===== src/rtl/bus_cmd_decoder.sv =====
module bus_cmd_decoder (
  input  logic       clk,
  input  logic       rst_n,
  input  logic [2:0] bus_stat,
  input  logic       ready,
  output logic       mem_rd_n,
  output logic       mem_wr_n,
  output logic       io_rd_n,
  output logic       io_wr_n,
  output logic       inta_n,
  output logic       ale,
  output logic       den,
  output logic       dt_r,
  output logic       bus_oe
);

  typedef enum logic [2:0] {S_IDLE, S_T1, S_T2, S_T3, S_TW, S_T4} phase_t;

  localparam logic [2:0] ST_INTA = 3'b000;
  localparam logic [2:0] ST_IORD = 3'b001;
  localparam logic [2:0] ST_IOWR = 3'b010;
  localparam logic [2:0] ST_HALT = 3'b011;
  localparam logic [2:0] ST_CODE = 3'b100;
  localparam logic [2:0] ST_MRD  = 3'b101;
  localparam logic [2:0] ST_MWR  = 3'b110;
  localparam logic [2:0] ST_PASV = 3'b111;

  phase_t     st, st_nx;
  logic [2:0] stat_q, kind_q;

  wire begin_cyc = (bus_stat != ST_PASV) && (stat_q == ST_PASV) &&
                   (st == S_IDLE || st == S_T4);

  always_comb begin
    st_nx = st;
    case (st)
      S_IDLE:  if (begin_cyc) st_nx = S_T1;
      S_T1:    st_nx = S_T2;
      S_T2:    st_nx = S_T3;
      S_T3,
      S_TW:    st_nx = ready ? S_T4 : S_TW;
      S_T4:    st_nx = begin_cyc ? S_T1 : S_IDLE;
      default: st_nx = S_IDLE;
    endcase
  end

  always_ff @(posedge clk or negedge rst_n) begin
    if (!rst_n) begin
      st     <= S_IDLE;
      stat_q <= ST_PASV;
      kind_q <= ST_PASV;
    end else begin
      st     <= st_nx;
      stat_q <= bus_stat;
      if (begin_cyc) kind_q <= bus_stat;
    end
  end

  wire cmd_win = (st == S_T2) || (st == S_T3) || (st == S_TW);
  wire in_cyc  = (st != S_IDLE);
  wire rx_kind = (kind_q == ST_INTA) || (kind_q == ST_IORD) ||
                 (kind_q == ST_CODE) || (kind_q == ST_MRD);

  assign mem_rd_n = !(cmd_win && (kind_q == ST_CODE || kind_q == ST_MRD));
  assign mem_wr_n = !(cmd_win && kind_q == ST_MWR);
  assign io_rd_n  = !(cmd_win && kind_q == ST_IORD);
  assign io_wr_n  = !(cmd_win && kind_q == ST_IOWR);
  assign inta_n   = !(cmd_win && kind_q == ST_INTA);
  assign ale      = (st == S_T1);
  assign den      = cmd_win && (kind_q != ST_HALT);
  assign dt_r     = !(in_cyc && rx_kind);
  assign bus_oe   = in_cyc;

  wire [4:0] cmd_n = {mem_rd_n, mem_wr_n, io_rd_n, io_wr_n, inta_n};


  ale_pulse_chk: assert property (@(posedge clk) disable iff (!rst_n)
    ale |=> !ale);


  one_cmd_chk: assert property (@(posedge clk) disable iff (!rst_n)
    $countones(~cmd_n) <= 1);


  ale_no_cmd_chk: assert property (@(posedge clk) disable iff (!rst_n)
    ale |-> (&cmd_n));


  wait_hold_chk: assert property (@(posedge clk) disable iff (!rst_n)
    (!(&cmd_n) && !ale && !ready && st != S_T2) |=> ($stable(cmd_n) && den));


  cmd_needs_den_chk: assert property (@(posedge clk) disable iff (!rst_n)
    !(&cmd_n) |-> den);


  write_dir_chk: assert property (@(posedge clk) disable iff (!rst_n)
    (!mem_wr_n || !io_wr_n) |-> dt_r);


  ale_oe_chk: assert property (@(posedge clk) disable iff (!rst_n)
    ale |-> bus_oe);

endmodule


===== config.mk =====
export PLATFORM = sky130hd
export DESIGN_NAME = bus_cmd_decoder
export DESIGN_NICKNAME = d
export VERILOG_FILES = /design/src/rtl/bus_cmd_decoder.sv
export SDC_FILE = /design/constraint.sdc
export NUM_CORES = 1
export LEC_CHECK = 0
export BUFFER_PORTS_ARGS = -buffer_cell sky130_fd_sc_hd__buf_2
export CAP_MARGIN = 5
export CORE_AREA = 3 3 40 42
export CTS_BUF_LIST = sky130_fd_sc_hd__clkbuf_8
export CTS_CLUSTER_SIZE = 40
export DETAILED_ROUTE_END_ITERATION = 10
export DIE_AREA = 0 0 43 45
export SYNTH_ARGS = -nofsm -noshare
export SYNTH_HDL_FRONTEND = slang
export SYNTH_SLANG_ARGS = --single-unit

===== constraint.sdc =====
create_clock -name clk -period 2.8 [get_ports clk]
set_clock_uncertainty 0.1 [all_clocks]
set_input_delay 0.28 -clock clk [delete_from_list [all_inputs] [get_ports clk]]
set_output_delay 0.28 -clock clk [all_outputs]
set_load 0.01 [all_outputs]

==> run_results.csv <==
group,metric,value,unit
yosys,syn_nets,49,
routing,via_per_inst,4.92,
outcome,outcome,"finished clean",
routing,first_pass_iters,1,
sta,hold_viol_final,0,
power,power_switching,246,µW
place,hpwl,640,µm
floorplanning,initial_core_util,0.385,
sta,setup_tns,0,ns
routing,vias,369,
place,place_congestion,0.674,
grt,antenna_found_initial,0,
yosys,synth.most_common_cell,"dfstp_2",
power,seqPwrFrac,0.395,
finish,post-route-util,0.485,
clock_tree,clock-sinks,9,
yosys,synth_area_leader_cell,"dfstp_2",
floorplanning,core_area,1280,µm²
finish,layout-drive-gt1-share,0.533,
clock_tree,htree_num_levels,1,
grt,grt_max_degree,11,
critical_path,r2r_start,"st[0]",
yosys,ys_seq_area_frac,0.471,
routing,ant_nets,0,
clock_tree,cts.path.max_buffers,2,
critical_path,critPathRequiredTime,2.42,ns
critical_path,r2r-end,"kind_q[0]",
critical_path,cpPeakStageDelay,0.47,ns
critical_path,r2r_slack,1.25,ns
power,pwr-share-comb,0.398,
power,leakage,0.000274,µW
hold_path,holdPathStages,1,
critical_path,cp_top_family,"simple AND/OR/NAND/NOR gates",
critical_path,critical_path_arrival,1.72,ns
critical_path,critPathSlowestCell,"or4b_4",
critical_path,crit_buf_inv,1,
grt,grt_usage,0.101,
clock_tree,cts.clk_slew.worst_paths,0.04,ns
yosys,yosysTopAreaCellShare,0.319,
yosys,synth_flop_cell,"dfstp_2",
clock_tree,cts_resized,0,
yosys,avgSynthCellArea,11.5,µm²
floorplanning,io_pins,15,
power,pwr-share-clk,0.207,
grt,grt_pass1_vias,330,
grt,grt_pass1_wl,1380,µm
floorplanning,fp.dieW,43,µm
yosys,netlist-cell-type-count,26,
sta,maxSlewHeadroom,0.757,
critical_path,cp_max_fo,8,
power,design_power_total,685,µW
critical_path,start_kind,"register",
sta,setup_viol,0,
yosys,netlist_top_cells_count,"dfstp_2 (6), inv_1 (4), dfrtp_1 (3), mux2_2 (3), or4_1 (3)",
routing,routed_wl,851,µm
power,ir_drop,501,µV
power,power_density,1100,nW/µm²
sta,tightestPinTransition,0.362,ns
finish,final_area,623,µm²
critical_path,crit_path_end_kind,"output port",
yosys,yosysWarningCount,0,
hold_path,hold_path_startpoint,"bus_stat[0]",
floorplanning,num_rows,13,
grt,overflow,0,
sta,drv_slew,0,
finish,nets,67,
sta,fmax,477,MHz
clock_tree,holdBufCountCts,1,
yosys,synth_seq_cells,9,
power,intPower,438,µW
yosys,syn-instance-count,43,
sta,fin_crit_sh,0.749,
critical_path,critPathKind,"register to output port",
sta,min_period,2.10,ns
critical_path,worstRegToRegCells,3,
routing,dr.first_iter.drc_count,0,
hold_path,hp-class,"input pin to register",
job,max_cap_violations,0,
clock_tree,cts_made_buffers,3,
yosys,async_flop_share,1.00,
floorplanning,die-area,1940,µm²
floorplanning,die_h,45,µm
clock_tree,cts_setup_buffers,0,
routing,drc_errors,0,
clock_tree,root_buffer,"clkbuf_8",
hold_path,hold-path-endpoint,"stat_q[0]",
routing,routedWlPerCell,11.3,µm
critical_path,path_cells,"nand2b_4 > o21a_4 > or4b_4 > buf_2",
power,swShare,0.360,
place,place_area,568,µm²
yosys,synthTopCellsByArea,"dfstp_2 (32%), dfrtp_1 (15%), mux2_2 (6.8%)",
clock_tree,insertion_delay,0.23,ns
finish,area_delta_synth_final,26.1,%
clock_tree,cts_tree,"done",
finish,antenna_cells,0,
sta,rsz0062_at_grt,"no",
yosys,syn-cell-area,494,µm²
place,portBuffers,14,
yosys,synth-edff-count,0,
==> area by class of cell <==
| cell class | count | area, µm² |
|---|---|---|
| Fill cell | 115 | 662 |
| Sequential cell | 9 | 233 |
| Multi-Input combinational cell | 28 | 231 |
| Timing Repair Buffer | 15 | 80.1 |
| Clock buffer | 3 | 41.3 |
| Tap cell | 15 | 18.8 |
| Inverter | 4 | 15.0 |
| Clock inverter | 1 | 3.75 |
==> sequential cells by signal, indices dropped and copies added (netlist names) <==
name / count
st: 3
kind_q: 3
stat_q: 3
==> per-layer routing <==
layer	part of all wire	up-vias	track usage
li1	-	187	-
met3	0.073	0	0.0239
met4	0	0	0.0904
met2	0.40	14	0.123
met1	0.52	168	0.145
met5	0	-	0
==> how the worst max path moves through the flow <==
| stage | startpoint | end | slack (ns) | cells after the start |
|---|---|---|---|---|
| 3_3_place_gp | st[1] | io_rd_n | 0.97 | 4 |
| 2_1_floorplan | st[1] | io_rd_n | 1.14 | 3 |
| 5_1_grt | st[1] | io_rd_n | 0.65 | 4 |
| 6_report | st[1] | io_rd_n | 0.70 | 4 |
| 4_1_cts | st[1] | io_rd_n | 0.70 | 4 |
| 3_5_place_dp | st[1] | io_rd_n | 0.95 | 4 |
==> kinds of logic (layout without fill, tap and decap cells) <==
kind of cell	after synthesis	in the layout	share of synthesized area
and+or+nand+nor	18	18	0.271
DFF	9	9	0.471
buffers and inverters	6	23	0.0607
AOI/OAI and AO/OA	4	4	0.0734
muxes	4	4	0.0886
xor gates and xnor gates	2	2	0.0354
==> worst register-to-register path, stage by stage (launching register included) <==
cell     delay [ns]
dfrtp_1        0.49
xor2_1         0.22
nor4_2         0.28
mux2_2         0.38
==> power by group through the flow <==
stage          combinational (µW)  sequential (µW)  clock (µW)
2_1_floorplan                 240              228           0
3_3_place_gp                  270              270           0
3_5_place_dp                  272              272           0
4_1_cts                       276              269         148
5_1_grt                       303              280         156
6_report                      272              270         142
==> through the flow <==
| stage | instances | setup WS [ns] | hold slack, ns |
|---|---|---|---|
| floorplan | 43 | 1.14 | -0.116 |
| global placement | 70 | 0.965 | 0.0427 |
| detailed placement | 70 | 0.950 | 0.0369 |
| CTS | 75 | 0.699 | 0.0639 |
| global route | 75 | 0.651 | 0.0637 |
| finish | 75 | 0.703 | 0.0700 |
==> cell usage in the layout, fill, tap and decap left out, types with 2 or more instances in the layout <==
| master | count |
|---|---|
| or4_1 | 3 |
| inv_1 | 5 |
| dfstp_2 | 6 |
| buf_2 | 14 |
| dfrtp_1 | 3 |
| or3_1 | 2 |
| clkbuf_8 | 3 |
| mux2_2 | 3 |
| a211oi_1 | 2 |
Power figures use the tool's default switching activity.
